===== src/rtl/uart_rts_ctl.sv =====
module uart_rts_ctl #(
  parameter int FILL_W   = 7,
  parameter int THR_W    = 4,
  parameter int SCALE_SH = 2
) (
  input  logic                 clk,
  input  logic                 rst_n,
  input  logic                 cfg_rts_manual,
  input  logic                 cfg_rts_flow,
  input  logic                 cfg_cts_gate,
  input  logic                 cfg_dir_auto,
  input  logic                 cfg_dir_invert,
  input  logic [2*THR_W-1:0]   rx_thresholds,
  input  logic [FILL_W-1:0]    rx_fill,
  input  logic                 txq_write,
  input  logic                 tx_fifo_empty,
  input  logic                 tx_shift_busy,
  input  logic                 cts_pin,
  output logic                 rts_pin,
  output logic                 tx_permit
);
  localparam int LVL_W = THR_W + SCALE_SH;
  localparam int PAD_W = FILL_W - LVL_W;

  logic [FILL_W-1:0] halt_lvl, resume_lvl;
  logic flow_halt, flow_next;
  logic dir_busy, dir_next;
  logic rts_next;

  assign halt_lvl   = {{PAD_W{1'b0}}, rx_thresholds[THR_W-1:0], {SCALE_SH{1'b0}}};
  assign resume_lvl = {{PAD_W{1'b0}}, rx_thresholds[2*THR_W-1:THR_W], {SCALE_SH{1'b0}}};

  always_comb begin
    flow_next = flow_halt;
    if (!cfg_rts_flow)
      flow_next = 1'b0;
    else if (resume_lvl < halt_lvl) begin
      if (rx_fill >= halt_lvl)        flow_next = 1'b1;
      else if (rx_fill <= resume_lvl) flow_next = 1'b0;
    end
  end

  always_comb begin
    dir_next = dir_busy;
    if (!cfg_dir_auto)                      dir_next = 1'b0;
    else if (txq_write)                     dir_next = 1'b1;
    else if (tx_fifo_empty && !tx_shift_busy) dir_next = 1'b0;
  end

  always_comb begin
    if (cfg_dir_auto)      rts_next = cfg_dir_invert ? dir_next : !dir_next;
    else if (cfg_rts_flow) rts_next = flow_next;
    else                   rts_next = !cfg_rts_manual;
  end

  always_ff @(posedge clk or negedge rst_n) begin
    if (!rst_n) begin
      flow_halt <= 1'b0;
      dir_busy  <= 1'b0;
      rts_pin   <= 1'b1;
    end else begin
      flow_halt <= flow_next;
      dir_busy  <= dir_next;
      rts_pin   <= rts_next;
    end
  end

  assign tx_permit = !(cfg_cts_gate && cts_pin);

  assert_manual_R2: assert property (@(posedge clk) disable iff (!rst_n)
    (!cfg_dir_auto && !cfg_rts_flow && cfg_rts_manual) |=> !rts_pin);

  assert_halt_R3: assert property (@(posedge clk) disable iff (!rst_n)
    (!cfg_dir_auto && cfg_rts_flow && resume_lvl < halt_lvl && rx_fill >= halt_lvl) |=> rts_pin);

  assert_write_low_R6: assert property (@(posedge clk) disable iff (!rst_n)
    (cfg_dir_auto && !cfg_dir_invert && txq_write) |=> !rts_pin);

  assert_release_R6: assert property (@(posedge clk) disable iff (!rst_n)
    (cfg_dir_auto && !cfg_dir_invert && !txq_write && tx_fifo_empty && !tx_shift_busy) |=> rts_pin);

  assert_invert_R7: assert property (@(posedge clk) disable iff (!rst_n)
    (cfg_dir_auto && cfg_dir_invert && txq_write) |=> rts_pin);
endmodule


===== config.mk =====
export PLATFORM = sky130hd
export DESIGN_NAME = uart_rts_ctl
export DESIGN_NICKNAME = d
export VERILOG_FILES = /design/src/rtl/uart_rts_ctl.sv
export SDC_FILE = /design/constraint.sdc
export NUM_CORES = 1
export LEC_CHECK = 0
export BUFFER_PORTS_ARGS = -buffer_cell sky130_fd_sc_hd__buf_4
export CORE_MARGIN = 4
export CORE_UTILIZATION = 29
export DETAILED_ROUTE_END_ITERATION = 12
export HOLD_SLACK_MARGIN = 0.1
export PLACE_DENSITY_LB_ADDON = 0.12
export SLEW_MARGIN = 15
export SYNTH_ARGS = -nofsm -noshare
export SYNTH_HDL_FRONTEND = slang
export SYNTH_SLANG_ARGS = --single-unit

===== constraint.sdc =====
create_clock -name clk -period 2.25 [get_ports clk]
set_input_delay 0.225 -clock clk [delete_from_list [all_inputs] [get_ports clk]]
set_output_delay 0.225 -clock clk [all_outputs]
set_load 0.02 [all_outputs]

**Word level (Yosys, flattened, before mapping)**

Index checks and enable logic that the tools add are counted.
Widths: inputs -> output; s select.

- Register bits after elaboration: 3
- Bits of input ports: 26
- Output and inout bits: 2
- Word-level logic and storage cells: 22

- $lt $le $gt $ge: 3
- Multiplexer cells: 10
- Reduce and logical (&&, ||, !) cells: 6

Operators with widths:

| operator | number |
|---|---|
| $mux 1 | 10 |
| $ge 7x6->1 | 1 |
| $le 7x6->1 | 1 |
| $lt 6x6->1 | 1 |
| $logic_not 1->1 | 4 |
| $logic_and 1x1->1 | 2 |

**Longest topological paths before layout**

Gate-level depths: netlist (run 1).

- Depth after elaboration: 8
- Depth in mapped cells: 7
- Depth with buffers taken out: 7

**Worst setup path before layout (run 1)**

Ideal clock, no wire load.

- Path kind: input to register
- Start: input port rx_thresholds[2]
- End: register rts_pin
- Library setup time: 82 ps
- Arrival time: 1541 ps
- Required time: 2168 ps
- Slack: 627 ps
- Cell stages on the path: 7
- Buffers on the path: 0
- Path through: inv_1 > ha_1 > a21o_1 > a211o_1 > o221ai_2 > o311ai_1 > o31a_1

- Longest elaborated chain between the ends: 6
- Elaborated cells between the ends (all ways): 7
- Those cells by class: 2 x order compare; 5 x mux

Ends and longest elaborated chain:

| what | RTL line | text |
|---|---|---|
| start: declaration | 13 | `input logic [2*THR_W-1:0] rx_thresholds,` |
| $ge 7x6->1 | 38 | `if (rx_fill >= halt_lvl) flow_next = 1'b1;` |
| $mux 1 | 38 |  |
| $mux 1 (*) | 37 | `else if (resume_lvl < halt_lvl) begin` |
| $mux 1 (*) | 35 | `if (!cfg_rts_flow)` |
| via flow_next | 26 | `logic flow_halt, flow_next;` |
| $mux 1 (*) | 52 | `else if (cfg_rts_flow) rts_next = flow_next;` |
| $mux 1 (*) | 51 | `if (cfg_dir_auto) rts_next = cfg_dir_invert ? dir_next : !dir_next;` |
| via rts_next | 28 | `logic rts_next;` |
| end signal: assignment | 64 | `rts_pin <= rts_next;` |
| end: declaration | 19 | `output logic rts_pin,` |

Mark *: on every way through the listed nets, which the timed path passes. The rest lies on a longest branch.

**Worst setup path in the final report (run 1)**

Same ends and word-level chain as after synthesis.

==> impl_metrics.py, run 1 <==
metrics = {
    "outcome": {
        "status": "complete, no violations",
    },
    "grt": {
        "grt_antenna_before_repair": 0,
        "grt_max_degree": 4,
        "grt_usage": 0.1110,
        "grt_pass1_wl_um": 1690,
        "grt_pass1_vias": 444,
        "overflow": 0,
    },
    "floorplanning": {
        "die_width_um": 47.03,
        "start_util": 0.3233,
        "rows": 13,
        "die_y_um": 47.03,
        "core_um2": 1366,
        "io_pins": 28,
        "dieArea_um2": 2211,
    },
    "synth": {
        "synthFlopType": "dfrtp_1",
        "netlist.top_cell.by_area": "ha_1",
        "yosysMostFrequentCell": "ha_1",
        "ys_top_cells_by_area": "ha_1, dfrtp_1, a2111oi_4, dfstp_2, inv_1",
        "synthCells": 49,
        "seq_area_frac_synth": 0.1728,
        "ys_seq_elements": 3,
        "yosys.area_share.simple": 0.1700,
        "synth_mux_area_frac": 0,
        "synth_area_um2": 441.7,
        "synth_top_family_by_area": "adder cells",
        "async_reset_ff_frac": 1.000,
        "synth_compound_area_frac": 0.2663,
        "ys_top_cells_by_count": "ha_1, inv_1, nor2_1",
        "yosys.area_share.adder": 0.3116,
        "avgSynthCellArea_um2": 9.014,
        "yosys_warnings": 0,
        "synth_edf_count": 0,
        "synth_top_area_frac": 0.3116,
        "synth_cell_types": 23,
        "synth_xor_area_frac": 0.01983,
        "syn_nets": 86,
    },
    "timing": {
        "rsz0062_at_grt": "no",
        "hold_ws_ns": 0.2282,
        "fin_skew_ns": 0.004231,
        "finalMaxSlewViolations": 0,
        "fin_crit_ns": 1.531,
        "setup_violations": 0,
        "post-route-period-util": 0.6803,
        "fmax_mhz": 653.3,
        "tns_ns": 0,
        "final-hold-violation-count": 0,
        "relSlewSlack": 0.7823,
        "tightest_slew_ns": 0.3266,
    },
    "critical_path": {
        "criticalPathCategory": "primary input to flop",
        "critPathCaptureType": "flop",
        "r2r-start": "flow_halt",
        "critPathLaunchType": "primary input",
        "rr_endpoint": "rts_pin",
        "crit_end": "rts_pin",
        "cp.arrival_ns": 1.69,
        "r2r_setup_slack_ns": 1.16,
        "rr_worst_depth": 5,
        "crit_start": "rx_thresholds[2]",
        "path_max_fanout": 2,
        "worst-endpoint-required_ns": 2.41,
    },
    "clock_network": {
        "clock_latency_ns": 0.24,
        "cts.htree.levels": 1,
        "cts_tree": "built",
        "clk_root_buffer_cell": "clkbuf_4",
        "clk_path_buf_depth": 2,
        "clock_sinks": 3,
        "cts-buffers-inserted": 3,
        "clk_pin_slew_worst_paths_ns": 0.04,
    },
    "route": {
        "drc": 0,
        "drt-pass1-iter-count": 4,
        "ant_nets": 0,
        "routedWlPerCell_um": 11.79,
        "vias_per_cell": 4.875,
        "wl_um": 1132,
        "routed-via-count": 468,
        "drt_iter0_markers": 5,
    },
    "placement": {
        "hpwl_um": 990.3,
        "gp_congestion": 0.7522,
        "port_buffers": 27,
    },
    "layout": {
        "fin_nets": 119,
        "regArea_um2": 76.32,
        "fillers": 136,
        "multi_input_area_um2": 339.1,
        "diodes": 0,
        "drive_above_1_share": 0.4074,
        "area_growth_pct": 58.36,
    },
    "hold_path": {
        "worstHoldPathCells": 3,
        "hp-class": "primary input to flop",
        "hold_start": "cfg_dir_auto",
    },
    "power": {
        "p_leak_uw": 0.0003771,
        "total_power_uw": 279.4,
        "ir_drop_v": 0.0002475,
        "powerDensity_nw_per_um2": 399.4,
    },
    "job": {
        "max_cap_viol_count": 0,
    },
}
==> final cells by class <==
class,count,area share
clock buffers,4,0.03757
flip-flops and latches,3,0.1091
inverters,7,0.03757
repair buffers,28,0.3041
multi-input cells,39,0.4848
well taps,15,0.02683
==> worst max-delay path: stages <==
cell and delay [ns]:
buf_4 0.11, inv_1 0.08, ha_1 0.24, a21o_1 0.16
a211o_1 0.29, o221ai_2 0.15, o311ai_1 0.13, o31a_1 0.30
==> flip-flops by register name, summed over array words and instances (netlist names) <==
signal	count
dir_busy	1
flow_halt	1
rts_pin	1
==> power by group <==
group / internal [µW] / leakage [µW] / switching, µW / total, µW
sequential: 63.6 / 0.0000354 / 2.27 / 65.9
combinational: 66.9 / 0.000327 / 50.5 / 117
clock: 66.6 / 0.0000150 / 29.5 / 96.1
==> worst min path at each step <==
stage,endpoint,slack [ns]
after floorplan,dir_busy,-0.07
after global placement,dir_busy,0.02
after detailed placement,flow_halt,0.02
after CTS,rts_pin,0.22
after global routing,rts_pin,0.23
final,rts_pin,0.23
==> layer usage <==
| metal | global-route usage | routed length, µm | vias to the layer above |
|---|---|---|---|
| li1 | - | - | 244 |
| met1 | 0.1327 | 470 | 197 |
| met2 | 0.1816 | 526 | 25 |
| met3 | 0.01149 | 128 | 2 |
| met4 | 0.08287 | 6 | 0 |
| met5 | 0 | 0 | - |
==> layout by cell type (no fill, tap or decap), types with 2 or more instances in the layout <==
cell      synthesis  routed
nand2_1           3       3
nand2b_1          3       3
inv_1             7       7
ha_1             11      11
dfrtp_1           2       2
clkbuf_4          0       3
a21oi_1           3       3
buf_4             0      27
nor2_1            4       4
==> kinds of logic after synthesis <==
group,count (synthesis)
AND/OR/NAND/NOR,14
XOR/XNOR,1
adder cells (fa/ha/maj),11
flip-flops,3
AO/OA/AOI/OAI,13
buffers and inverters,7
==> repair_timing <==
action                    4_1_cts  5_1_grt
setup buffers                   0        0
resized for setup               0        0
hold buffers                    1        0
hold endpoints to repair        3        0
==> per-stage QoR <==
step / utilization / worst slack (ns) / instance area [µm²] / std cells
finish: 0.5119 / 0.7194 / 699.4 / 96
global route: 0.5119 / 0.6521 / 699.4 / 96
CTS: 0.5119 / 0.7236 / 699.4 / 96
detailed placement: 0.4853 / 0.4699 / 663.1 / 91
global placement: 0.4853 / 0.5046 / 663.1 / 91
floorplan: - / 0.6268 / 441.7 / 49
Power figures use the tool's default switching activity.
==> run 2, diff against run 1 <==
- clock period: 2.25 -> 1.5 ns (I/O delays scaled with it)
==> impl_metrics.py, run 2 (synthesized netlist as in run 1, its figures left out) <==
metrics = {
    "route": {
        "wl_um": 1232,
        "ant_nets": 0,
        "routed-via-count": 486,
        "vias_per_cell": 4.909,
        "drt-pass1-iter-count": 2,
        "drt_iter0_markers": 4,
        "routedWlPerCell_um": 12.44,
        "drc": 0,
    },
    "layout": {
        "drive_above_1_share": 0.4643,
        "area_growth_pct": 67.99,
        "final_common_cell": "buf_4",
        "final_cell_mix": "buf_4, ha_1, inv_1",
        "fin_nets": 122,
        "diodes": 0,
        "top_regs": "dir_busy (1), flow_halt (1), rts_pin (1)",
    },
    "critical_path": {
        "cpPeakStageDelay_ns": 0.32,
        "crit_start": "rx_thresholds[2]",
        "path_buf_inv": 2,
        "cp.arrival_ns": 1.58,
        "slowest_stage": "o31a_1",
        "criticalPathCategory": "primary input to flop",
        "r2r-start": "flow_halt",
        "crit_cells": 8,
        "r2r_setup_slack_ns": 0.34,
        "rr_endpoint": "rts_pin",
        "crit_end": "rts_pin",
        "crit_family": "compound AO/OA/AOI/OAI gates",
        "critPathCaptureType": "flop",
        "rr_worst_depth": 5,
        "worst-endpoint-required_ns": 1.66,
        "critPathLaunchType": "primary input",
        "path_max_fanout": 2,
        "path_cells": "buf_4 > inv_2 > ha_4 > a21o_1 > a211o_1 > o221ai_2 > o311ai_2 > o31a_1",
    },
    "power": {
        "p_leak_uw": 0.0003922,
        "total_power_uw": 449.6,
        "powerDensity_nw_per_um2": 606.0,
        "ir_drop_v": 0.0003174,
    },
    "hold_path": {
        "hp-class": "primary input to flop",
        "hold_start": "cfg_dir_auto",
    },
    "timing": {
        "fmax_mhz": 703.3,
        "tns_ns": 0,
        "rsz0062_at_grt": "no",
        "fin_skew_ns": 0.0008922,
        "final-hold-violation-count": 0,
        "relSlewSlack": 0.7762,
        "setup_violations": 0,
        "post-route-period-util": 0.9480,
        "fin_ws_ns": 0.07806,
        "finalMaxSlewViolations": 0,
        "tightest_slew_ns": 0.3356,
        "fin_crit_ns": 1.422,
    },
    "floorplanning": {
        "io_pins": 28,
        "die_width_um": 47.03,
        "core_um2": 1366,
        "start_util": 0.3233,
        "rows": 13,
        "dieArea_um2": 2211,
        "die_y_um": 47.03,
    },
    "clock_network": {
        "clock_latency_ns": 0.24,
        "cts.htree.levels": 1,
        "clk_pin_slew_worst_paths_ns": 0.04,
        "cts-buffers-inserted": 3,
        "cts_tree": "built",
        "clock_sinks": 3,
        "clk_root_buffer_cell": "clkbuf_4",
        "clk_path_buf_depth": 2,
    },
    "grt": {
        "overflow": 0,
        "grt_max_degree": 4,
        "grt_pass1_vias": 439,
        "grt_usage": 0.1281,
        "grt_antenna_before_repair": 0,
        "grt_pass1_wl_um": 1869,
    },
    "placement": {
        "port_buffers": 27,
        "pre_cts_ws_ns": -0.1915,
        "hpwl_um": 1023,
        "gp_congestion": 0.6616,
    },
    "outcome": {
        "status": "complete, no violations",
    },
    "job": {
        "max_cap_viol_count": 0,
    },
}
-- run 2: cell types whose count changed in the layout (fill, tap and decap cells not counted), sizes merged --
cell / change
buf: +3
-- run 2: worst min path at each step --
stage | end | slack, ns | cells past startpoint
CTS | dir_busy | 0.16 | 2
floorplan | dir_busy | -0.15 | 0
finish | dir_busy | 0.17 | 2
global route | dir_busy | 0.16 | 2
detailed placement | dir_busy | -0.06 | 1
global placement | dir_busy | -0.06 | 1
-- run 2: cell type report --
cell class              count  area, µm²
clock buffers               4      26.28
fillers                   149      624.3
well taps                  15      18.77
inverters                   7      26.28
multi-input cells          39      359.1
repair buffers             31      235.2
flip-flops and latches      3      76.32
-- run 2: repair_timing --
action,4_1_cts,5_1_grt
resized for setup,0,1
hold buffers,1,0
endpoints found under the hold margin,3,0
setup buffers,0,1
setup endpoints to repair,0,1
-- run 2: through the flow --
stage               cell area, µm²    util  std cells  hold WS, ns
floorplan                    454.2       -         49      -0.1456
finish                       742.0  0.5430         99       0.1652
global placement             690.7  0.5055         93     -0.05781
CTS                          726.9  0.5321         98       0.1556
detailed placement           690.7  0.5055         93     -0.05829
global route                 742.0  0.5430         99       0.1595
-- run 2: where the power goes --
| part | switching [µW] | internal, µW |
|---|---|---|
| Sequential | 3.16 | 95.4 |
| Clock | 50.4 | 100 |
| Combinational | 84.5 | 116 |
| Total | 138 | 312 |
-- run 2: routing by layer --
| layer | vias to the layer above | GRT usage | wire length (µm) |
|---|---|---|---|
| met3 | 2 | 0.03831 | 94 |
| met1 | 217 | 0.1281 | 482 |
| met5 | - | 0 | 0 |
| met2 | 17 | 0.2195 | 645 |
| li1 | 250 | - | - |
| met4 | 0 | 0.09945 | 10 |
==> run 3, diff against run 2 <==
- CELL_PAD_IN_SITES_DETAIL_PLACEMENT: default -> 0
- CELL_PAD_IN_SITES_GLOBAL_PLACEMENT: default -> 1
- CORE_UTILIZATION: 29 -> 28
- SLEW_MARGIN: 15 -> default
==> impl_metrics.py, run 3 (synthesized netlist as in run 1, its figures left out) <==
metrics = {
    "placement": {
        "gp_congestion": 0.7027,
        "place_inst": 94,
        "port_buffers": 27,
        "hpwl_um": 930.5,
    },
    "critical_path": {
        "worst-endpoint-required_ns": 1.66,
        "critPathLaunchType": "primary input",
        "criticalPathCategory": "primary input to flop",
        "cp.arrival_ns": 1.58,
        "path_max_fanout": 2,
        "critPathCaptureType": "flop",
    },
    "timing": {
        "rsz0062_at_grt": "no",
        "hold_ws_ns": 0.1483,
        "fin_crit_ns": 1.423,
        "finalMaxSlewViolations": 0,
        "fmax_mhz": 702.7,
        "relSlewSlack": 0.7851,
        "fin_skew_ns": 0.0009478,
        "tightest_slew_ns": 0.3173,
        "post-route-period-util": 0.9487,
        "final-hold-violation-count": 0,
        "setup_violations": 0,
    },
    "clock_network": {
        "post_cts_buffers": 0,
        "clk_path_buf_depth": 2,
        "clk_pin_slew_worst_paths_ns": 0.04,
        "cts-buffers-inserted": 3,
        "postCtsHoldBufs": 1,
        "clock_latency_ns": 0.23,
        "cts.htree.levels": 1,
        "cts_resized": 0,
        "cts_tree": "built",
        "clock_sinks": 3,
        "clk_root_buffer_cell": "clkbuf_4",
    },
    "grt": {
        "overflow": 0,
        "grt_usage": 0.1017,
        "grt_pass1_vias": 426,
        "grt_antenna_before_repair": 0,
        "grt_max_degree": 4,
        "grt_pass1_wl_um": 1580,
    },
    "route": {
        "routedWlPerCell_um": 10.46,
        "wl_um": 1036,
        "ant_nets": 0,
        "vias_per_cell": 4.778,
        "routed-via-count": 473,
        "drt_iter0_markers": 1,
        "drt-pass1-iter-count": 2,
        "drc": 0,
    },
    "layout": {
        "post-route-util": 0.4834,
        "final_cell_mix": "buf_4, ha_1, inv_1",
        "fin_nets": 121,
        "final_common_cell": "buf_4",
        "regArea_um2": 76.32,
        "finalNonFillerCells": 99,
        "multi_input_area_um2": 351.6,
        "area_growth_pct": 64.87,
        "diodes": 0,
        "top_regs": "dir_busy (1), flow_halt (1), rts_pin (1)",
        "fillers": 154,
        "drive_above_1_share": 0.4458,
    },
    "floorplanning": {
        "start_util": 0.2932,
        "io_pins": 28,
        "die_y_um": 47.72,
        "core_um2": 1506,
        "die_width_um": 47.72,
        "rows": 14,
        "dieArea_um2": 2277,
    },
    "power": {
        "powerDensity_nw_per_um2": 579.7,
        "total_power_uw": 422.1,
        "ir_drop_v": 0.0004115,
        "p_leak_uw": 0.0003857,
    },
    "outcome": {
        "status": "complete, no violations",
    },
    "job": {
        "max_cap_viol_count": 0,
    },
    "hold_path": {
        "hp-class": "primary input to flop",
    },
}
## run 3: cell types whose count changed in the layout (fill, tap and decap cells not counted), sizes merged
| cell | change |
|---|---|
| buf | -1 |
## run 3: final cells by class
type                       count  area share
clock buffer                   4     0.03608
inverter                       7     0.03608
multi-input combinational     39      0.4828
sequential                     3      0.1048
tap                           16     0.02749
timing repair buffer          30      0.3127
## run 3: path summary, 6_finish.rpt
path / depth (start not counted) / to / slack, ns / from
min: 3 / rts_pin / 0.15 / cfg_dir_auto
max in group asynchronous: 2 / rts_pin / 1.07 / rst_n
max reg2reg: 5 / rts_pin / 0.39 / flow_halt
min reg2reg: 2 / dir_busy / 0.54 / dir_busy
max: 8 / rts_pin / 0.08 / rx_thresholds[2]
min in group asynchronous: 2 / dir_busy / 0.24 / rst_n
## run 3: power by group
| part | leakage [µW] | internal [µW] | switching (µW) |
|---|---|---|---|
| Combinational | 0.000335 | 107 | 77.0 |
| Clock | 0.0000150 | 99.6 | 40.9 |
| Sequential | 0.0000354 | 95.4 | 2.54 |
## run 3: layer usage
metal	GRT usage	share of wire	routed length, µm
met3	0.03383	0.11	114
met1	0.1208	0.44	452
met5	0	0	0
met2	0.1478	0.44	453
met4	0.08065	0.015	16
## run 3: through the flow
step / area (µm²) / setup slack, ns / TNS [ns]
after CTS: 728.2 / 0.08401 / 0
after floorplan: 454.2 / 0.01466 / 0
final: 728.2 / 0.07688 / 0
after detailed placement: 691.9 / -0.1662 / -0.1662
after global placement: 691.9 / -0.1474 / -0.1474
after global routing: 728.2 / 0.02463 / 0
## run 3: worst max-delay path, stage by stage
cell	delay, ns
buf_4	0.11
inv_2	0.07
ha_4	0.20
a21o_1	0.17
a211o_1	0.26
o221ai_2	0.17
o311ai_1	0.14
o31a_1	0.31
